<file path="src/rtl/cmp_pkg.sv">
package cmp_pkg;

    localparam int ACC_W  = 36;
    localparam int EXT_W  = 4;
    localparam int REG_W  = 16;
    localparam int BYTE_W = 8;
    localparam int WORD_W = 16;
    localparam int LONG_W = ACC_W - EXT_W;
    localparam int N_SIZE = 4;

    typedef enum logic [1:0] {
        SZ_BYTE = 2'd0,
        SZ_WORD = 2'd1,
        SZ_LONG = 2'd2,
        SZ_FULL = 2'd3
    } cmp_size_e;

    typedef struct packed {
        logic n;
        logic z;
        logic v;
        logic c;
    } arith_flags_t;

    typedef struct packed {
        logic         e;
        logic         u;
        arith_flags_t a;
    } cc_flags_t;

    // Width in bits of a size code
    function automatic int size_width(input int idx);
        case (idx)
            0:       return BYTE_W;
            1:       return WORD_W;
            2:       return LONG_W;
            default: return ACC_W;
        endcase
    endfunction

    // Extension and top body bit disagree
    function automatic logic ext_in_use(input logic [ACC_W-1:0] r);
        return !((&r[ACC_W-1:LONG_W-1]) || !(|r[ACC_W-1:LONG_W-1]));
    endfunction

    // Two top body bits agree
    function automatic logic unnormalized(input logic [ACC_W-1:0] r);
        return r[LONG_W-1] == r[LONG_W-2];
    endfunction

endpackage

</file>
<file path="src/rtl/cmp_operand_align.sv">
module cmp_operand_align
    import cmp_pkg::*;
#(
    parameter int AW = ACC_W,
    parameter int EW = EXT_W,
    parameter int RW = REG_W
) (
    input  cmp_size_e         size,
    input  logic              use_reg,
    input  logic [AW-1:0]     dst_acc,
    input  logic [AW-1:0]     src_acc,
    input  logic [RW-1:0]     src_reg,
    output logic [AW-1:0]     dst_op,
    output logic [AW-1:0]     src_op
);
    localparam int BODY_W = AW - EW;
    localparam int PAD_W  = BODY_W - RW;

    logic [AW-1:0] reg_low;
    logic [AW-1:0] reg_high;

    assign reg_low  = {{(AW-RW){src_reg[RW-1]}}, src_reg};
    assign reg_high = {{EW{src_reg[RW-1]}}, src_reg, {PAD_W{1'b0}}};
    assign dst_op   = dst_acc;

    always_comb begin
        if (!use_reg)
            src_op = src_acc;
        else if (size == SZ_BYTE || size == SZ_WORD)
            src_op = reg_low;
        else
            src_op = reg_high;
    end

endmodule

</file>
<file path="src/rtl/cmp_subtract.sv">
module cmp_subtract
    import cmp_pkg::*;
#(
    parameter int AW = ACC_W
) (
    input  logic [AW-1:0] a,
    input  logic [AW-1:0] b,
    output logic [AW:0]   a_x,
    output logic [AW:0]   b_x,
    output logic [AW:0]   diff
);
    assign a_x  = {1'b0, a};
    assign b_x  = {1'b0, b};
    assign diff = a_x - b_x;
endmodule

</file>
<file path="src/rtl/cmp_width_tap.sv">
module cmp_width_tap
    import cmp_pkg::*;
#(
    parameter int W = 8
) (
    input  logic [1:0]   a_top,   // a[W:W-1]
    input  logic [1:0]   b_top,   // b[W:W-1]
    input  logic [W:0]   d,       // shared difference, bits W:0
    output arith_flags_t flags
);
    assign flags.n = d[W-1];
    assign flags.z = ~|d[W-1:0];
    assign flags.v = (a_top[0] ^ b_top[0]) & (a_top[0] ^ d[W-1]);
    assign flags.c = a_top[1] ^ b_top[1] ^ d[W];
endmodule

</file>
<file path="src/rtl/cc_compare_unit.sv">
module cc_compare_unit
    import cmp_pkg::*;
#(
    parameter int AW = ACC_W,
    parameter int EW = EXT_W,
    parameter int RW = REG_W
) (
    input  logic          clk,
    input  logic          rst,
    input  logic          valid_i,
    input  logic [1:0]    size_i,
    input  logic          use_reg_i,
    input  logic          compat_i,
    input  logic [AW-1:0] dst_acc_i,
    input  logic [AW-1:0] src_acc_i,
    input  logic [RW-1:0] src_reg_i,
    output logic          flag_e_o,
    output logic          flag_u_o,
    output logic          flag_n_o,
    output logic          flag_z_o,
    output logic          flag_v_o,
    output logic          flag_c_o
);
    cmp_size_e     size;
    logic [AW-1:0] dst_op, src_op;
    logic [AW:0]   a_x, b_x, diff;
    arith_flags_t  tap_flags [N_SIZE];
    logic [1:0]    sel;
    logic          ext_mode;
    cc_flags_t     nxt_flags, cur_flags;

    assign size = cmp_size_e'(size_i);

    cmp_operand_align #(.AW(AW), .EW(EW), .RW(RW)) u_align (
        .size    (size),
        .use_reg (use_reg_i),
        .dst_acc (dst_acc_i),
        .src_acc (src_acc_i),
        .src_reg (src_reg_i),
        .dst_op  (dst_op),
        .src_op  (src_op)
    );

    cmp_subtract #(.AW(AW)) u_sub (
        .a    (dst_op),
        .b    (src_op),
        .a_x  (a_x),
        .b_x  (b_x),
        .diff (diff)
    );

    // One flag tap per data size, all sharing the single subtractor
    for (genvar g = 0; g < N_SIZE; g++) begin : g_tap
        localparam int W = (g == N_SIZE-1) ? AW : size_width(g);
        cmp_width_tap #(.W(W)) u_tap (
            .a_top (a_x[W:W-1]),
            .b_top (b_x[W:W-1]),
            .d     (diff[W:0]),
            .flags (tap_flags[g])
        );
    end

    assign ext_mode = (size == SZ_FULL) && !compat_i;

    always_comb begin
        case (size)
            SZ_BYTE: sel = 2'd0;
            SZ_WORD: sel = 2'd1;
            SZ_LONG: sel = 2'd2;
            default: sel = compat_i ? 2'd2 : 2'd3;
        endcase
    end

    always_comb begin
        nxt_flags.a = tap_flags[sel];
        nxt_flags.e = ext_mode & ext_in_use(diff[AW-1:0]);
        nxt_flags.u = ext_mode & unnormalized(diff[AW-1:0]);
    end

    always_ff @(posedge clk) begin
        if (rst)
            cur_flags <= '0;
        else if (valid_i)
            cur_flags <= nxt_flags;
    end

    assign flag_e_o = cur_flags.e;
    assign flag_u_o = cur_flags.u;
    assign flag_n_o = cur_flags.a.n;
    assign flag_z_o = cur_flags.a.z;
    assign flag_v_o = cur_flags.a.v;
    assign flag_c_o = cur_flags.a.c;

endmodule

</file>
<file path="config.mk">
export PLATFORM = sky130hd
export DESIGN_NAME = cc_compare_unit
export DESIGN_NICKNAME = d
export VERILOG_FILES = /design/src/rtl/cmp_pkg.sv /design/src/rtl/cmp_operand_align.sv /design/src/rtl/cmp_subtract.sv /design/src/rtl/cmp_width_tap.sv /design/src/rtl/cc_compare_unit.sv
export SDC_FILE = /design/constraint.sdc
export NUM_CORES = 1
export LEC_CHECK = 0
export CAP_MARGIN = 20
export CORE_ASPECT_RATIO = 1.1
export CORE_UTILIZATION = 40
export DETAILED_ROUTE_END_ITERATION = 7
export GPL_TIMING_DRIVEN = 0
export PLACE_DENSITY_LB_ADDON = 0.12
export SLEW_MARGIN = 15
export SYNTH_ARGS = -nofsm -noshare
export SYNTH_HDL_FRONTEND = slang
export SYNTH_HIERARCHICAL = 1
export SYNTH_SLANG_ARGS = --single-unit
</file>
<file path="constraint.sdc">
create_clock -name clk -period 7.2 [get_ports clk]
set_clock_uncertainty 0.05 [all_clocks]
set_input_delay 1.44 -clock clk [delete_from_list [all_inputs] [get_ports clk]]
set_output_delay 1.44 -clock clk [all_outputs]
set_load 0.1 [all_outputs]
</file>
* Yosys cells after proc, flatten, opt, wreduce, memory -nomap -nowiden
Cells that the tools add are included.
Cells by class: add/sub/neg operators 1, multipliers 0, divide/modulo/power cells 0, order comparisons 1, equal/unequal tests 4, shifts and indexed selects 0, multiplexer cells 7, bitwise logic cells 21, reductions and logical operators 17
Operators with widths (number):
- $sub 36x36->37 | 1
- $mux 36 | 1
- $reduce_or 36->1 | 1
- $reduce_or 32->1 | 1
- $mux 31 | 1
- $reduce_or 16->1 | 1
- $xor 1x1->1 | 14
- $bmux 4 s2 | 1
- $mux 4 | 2
- $reduce_or 8->1 | 1
- $logic_not 1->1 | 7
- $and 1x1->1 | 6
- $pmux 2 s3 | 1
- $reduce_and 5->1 | 1
- $reduce_or 5->1 | 1
- $eq 2x2->1 const B | 2
- $ge 3x3->1 const B | 1
- $not 2->3 | 1
- $eq 2x1->1 const B | 1
- $logic_not 2->1 | 1
- $logic_or 1x1->1 | 2
- $eq 1x1->1 | 1
- $logic_and 1x1->1 | 1
- $mux 1 | 1
Storage, ports and cells: register bits after elaboration 6, bits in latches 0, bits in writable memories 0, memory bits (read-only) 0, output and inout port bits 6, memories kept 0

* Logic depth before layout (Yosys ltp)
Gate-level depths: netlist of the first run.
word-level depth 10, depth in mapped cells 21

* Cells and area by module
Netlist of the first run, hierarchy kept.
By module, submodules not included:
- cmp_subtract | instances 1, cells each 399, area an instance 2727.6 um2
- cmp_operand_align | instances 1, cells each 123, area an instance 917.1 um2
- cc_compare_unit | instances 1, cells each 48, area an instance 407.9 um2
- cmp_width_tap (g_tap[3].u_tap) | instances 1, cells each 20, area an instance 128.9 um2
- cmp_width_tap (g_tap[2].u_tap) | instances 1, cells each 18, area an instance 120.1 um2
- cmp_width_tap (g_tap[1].u_tap) | instances 1, cells each 11, area an instance 75.1 um2
- cmp_width_tap (g_tap[0].u_tap) | instances 1, cells each 9, area an instance 60.1 um2

* Worst setup path before layout of the first run
No wires, ideal clock.
path kind input to register, from in size_i[1], to reg cur_flags (netlist bit flag_z_o), arrival 4.795 ns, required time 7.058 ns, setup slack 2.263 ns, cell stages on the path 20, path buffers 4, path through buf_6 nand2b_4 buf_6 buf_12 o21ai_2 inv_1 ha_1 clkbuf_1 a21oi_1 o21ai_0 o41ai_2 o21ai_2 a31oi_1 xnor2_1 nor4_1 nand4_1 nor3_2 and3b_1 a211oi_1 o32ai_1
RTL lines:
- start, declared | line cc_compare_unit.sv:11 | input logic [1:0] size_i,
- end signal, assigned | line cc_compare_unit.sv:84 | cur_flags <= nxt_flags;
- end, declared | line cc_compare_unit.sv:30 | cc_flags_t nxt_flags, cur_flags;

==> results of run 1 <==
-- area by class of cell --
cell class | count | area [um2]
timing repair buffer | 63 | 631
fill | 998 | 4710
multi-input combinational | 437 | 3140
clock buffer | 3 | 41.3
inverter | 55 | 206
sequential | 6 | 120
tap | 117 | 146
buffer | 73 | 534
-- placed cells by master, fill, tap and decap left out, types with 3 or more instances in the layout --
cell type and instances:
a211oi_1 11, a21boi_0 3, a21o_1 21, a21oi_1 34, a22o_1 14, a31oi_1 12
a31oi_4 9, and3_1 6, and3b_1 3, buf_2 5, buf_4 59, clkbuf_1 5
clkbuf_8 3, clkdlybuf4s50_1 63, dfxtp_1 6, ha_1 36, inv_1 55, nand2_1 40
nand2b_1 14, nand3_1 10, nand4_1 9, nor2_1 46, nor2b_1 10, nor3_1 6
nor4_1 18, nor4_2 4, o211ai_1 7, o21a_1 7, o21ai_0 23, o21bai_1 5
o31ai_1 3, o32ai_1 4, xnor2_1 26, xor2_1 9
-- layer usage --
metal | wire (um) | vias to the layer above | part of all wire, % | global-route usage, %
li1 | - | 2142 | - | -
met1 | 5400 | 1939 | 45 | 28.6
met2 | 6080 | 81 | 51 | 42.3
met3 | 287 | 13 | 2.4 | 1.30
met4 | 217 | 0 | 1.8 | 6.20
met5 | 0 | - | 0 | 0
-- sequential cells by signal, summed over array words and instances (netlist names) --
register and cells:
flag_z_o 1, flag_e_o 1, flag_u_o 1, flag_v_o 1, flag_n_o 1, flag_c_o 1
-- tightest hold or removal path: cells and delay by family (launching register included) --
| family | cells | cell delay [ns] |
|---|---|---|
| flip-flops | 1 | 0.30 |
| AO/OA/AOI/OAI | 1 | 0.05 |
| AND/OR/NAND/NOR | 1 | 0.06 |
-- power by group through the flow --
stage / registers, uW / clock network, uW / logic [uW]
floorplan: 55.7 / 0 / 352
global placement: 38.0 / 0 / 494
detailed placement: 38.1 / 0 / 495
CTS: 37.5 / 53.2 / 500
global route: 37.6 / 55.7 / 549
finish: 37.4 / 51.5 / 500
-- through the flow --
step,worst slack (ns),cells,instance area [um2],hold WS (ns)
floorplan,2.26,571,4010,0.864
global placement,0.484,751,4780,0.408
detailed placement,0.499,751,4780,0.416
CTS,0.719,754,4820,0.422
global route,0.438,754,4820,0.468
finish,0.678,754,4820,0.417
-- worst paths after layout --
path | depth (start not counted) | slack [ns] | endpoint | start
worst max-delay path | 21 | 0.68 | flag_z_o | size_i[1]
worst min-delay path | 2 | 0.42 | flag_u_o | flag_u_o
worst max register to register | 2 | 6.41 | flag_e_o | flag_e_o
worst min register to register | 2 | 0.42 | flag_u_o | flag_u_o
==> impl_metrics.csv, run 1 <==
group,metric,value,unit
status,status,"complete, no violations",
grt,grt_overflow,0,
route,wirelength,12000,um
pwr,p_total,589,uW
grt,grt_max_degree,11,
timing,final.period_utilization,90.6,%
setup_path,startpoint_type,"input port",
place,place_hpwl,10400,um
pwr,ir_drop,0.0511,mV
clock_tree,worstSkewPairLatency,0.23,ns
pwr,switchingPower,301,uW
clock_tree,cts_root_buf,"clkbuf_8",
grt,grt_usage,22.9,%
setup_path,endpoint_kind,"flop",
route,final_antenna_net_count,0,
clock_tree,postCtsResizedCells,0,
route,drtIter0Drc,146,
timing,maxSlewHeadroom,34.5,%
setup_path,critical_path.top_delay_family,"compound AO/OA/AOI/OAI gates",
clock_tree,clk_pin_slew_worst_paths,0.04,ns
route,num_vias,4175,
floorplanning,die_w,97.4,um
clock_tree,cts_buffers,3,
timing,finalHoldViolCount,0,
clock_tree,clock-sinks,6,
yosys,syn_inst,570,
setup_path,path_max_fanout,10,
clock_tree,cts_buffer_depth,2,
route,wire_per_inst,15.9,um
cells_and_area,drive_above_1_share,15.9,%
pwr,clockPowerShare,8.7,%
setup_path,cpPeakStageDelay,0.71,ns
setup_path,worstSetupPathType,"input port to flop",
yosys,synth.avg_cell_area,7.02,um2
floorplanning,die-area,0.0104,mm2
yosys,yosysWarnings,6,
pwr,power_frac_comb,84.9,%
clock_tree,post_cts_buffers,0,
floorplanning,core,0.00954,mm2
setup_path,worst-path-buf-inv,5,
cells_and_area,num-nets-final,771,
worst_hold_path,min-delay-path-class,"flop to flop",
grt,antenna_found_initial,0,
timing,period_needed,6.52,ns
pwr,p_seq_share,6.4,%
timing,setup_viol,0,
grt,grt_pass1_wl,19600,um
cells_and_area,post-route-util,50.6,%
pwr,internal_power,288,uW
job,drv_cap,0,
floorplanning,rows,37,
floorplanning,io_pins,101,
place,gp_congestion,0.876,
timing,maxSlewViolCount,0,
clock_tree,htree_levels,1,
route,drtPass1Iterations,4,
grt,grt_pass1_vias,4164,
clock_tree,cts_hold_buffers,0,
pwr,power.leakage,0.00212,uW
cells_and_area,area_delta_synth_final,20.5,%
setup_path,path_cells,"clkdlybuf4s50_1 -> buf_6 -> nor2b_2 -> buf_4 -> a22o_1 -> inv_1 -> ha_1 -> buf_2 -> and3_2 -> nand3_1 -> a211oi_1 -> o41ai_2 -> o21ai_2 -> a31oi_1 -> xnor2_1 -> nor4_1 -> nand4_1 -> nor3_2 -> and3b_1 -> a211oi_1 -> o32ai_1",
timing,fmax,153,MHz
pwr,swShare,51.1,%
floorplanning,dieHeight,107,um
timing,fin_setup_tns,0,ns
timing,rsz0062_at_grt,"false",
setup_path,cp_data_arrival_time,6.61,ns
clock_tree,tritoncts,"built",
setup_path,crit_top_cell,"a211oi_1",
setup_path,slowest_stage,"o41ai_2",
route,drcViolationCount,0,
timing,worst_slew_pin_slew,0.979,ns
place,portBuffers,63,
route,vias_per_cell,5.54,
cells_and_area,antenna_cells,0,
pwr,powerDensity,122,mW/mm2
floorplanning,start_util,42.0,%
yosys,synth_area,0.00400,mm2
setup_path,critPathRequiredTime,7.28,ns
Note: power is estimated with default switching activity, not from simulation.
==> inputs of run 2 (changes only) <==
--- a/config.mk
+++ b/config.mk
@@ -16,3 +16,4 @@
 export SYNTH_HDL_FRONTEND = slang
 export SYNTH_HIERARCHICAL = 1
 export SYNTH_SLANG_ARGS = --single-unit
+export TNS_END_PERCENT = 100
==> results of run 2 <==
No change in the layout: final DEF, timing and power equal those of run 1.
==> inputs of run 3 (changes only) <==
--- a/config.mk
+++ b/config.mk
@@ -8,9 +8,11 @@
 export CAP_MARGIN = 20
 export CORE_ASPECT_RATIO = 1.1
 export CORE_UTILIZATION = 40
+export CTS_BUF_LIST = sky130_fd_sc_hd__clkbuf_8
 export DETAILED_ROUTE_END_ITERATION = 7
 export GPL_TIMING_DRIVEN = 0
 export PLACE_DENSITY_LB_ADDON = 0.12
+export SKIP_CTS_REPAIR_TIMING = 1
 export SLEW_MARGIN = 15
 export SYNTH_ARGS = -nofsm -noshare
 export SYNTH_HDL_FRONTEND = slang
==> results of run 3 <==
No change in the layout: final DEF, timing and power equal those of run 1.
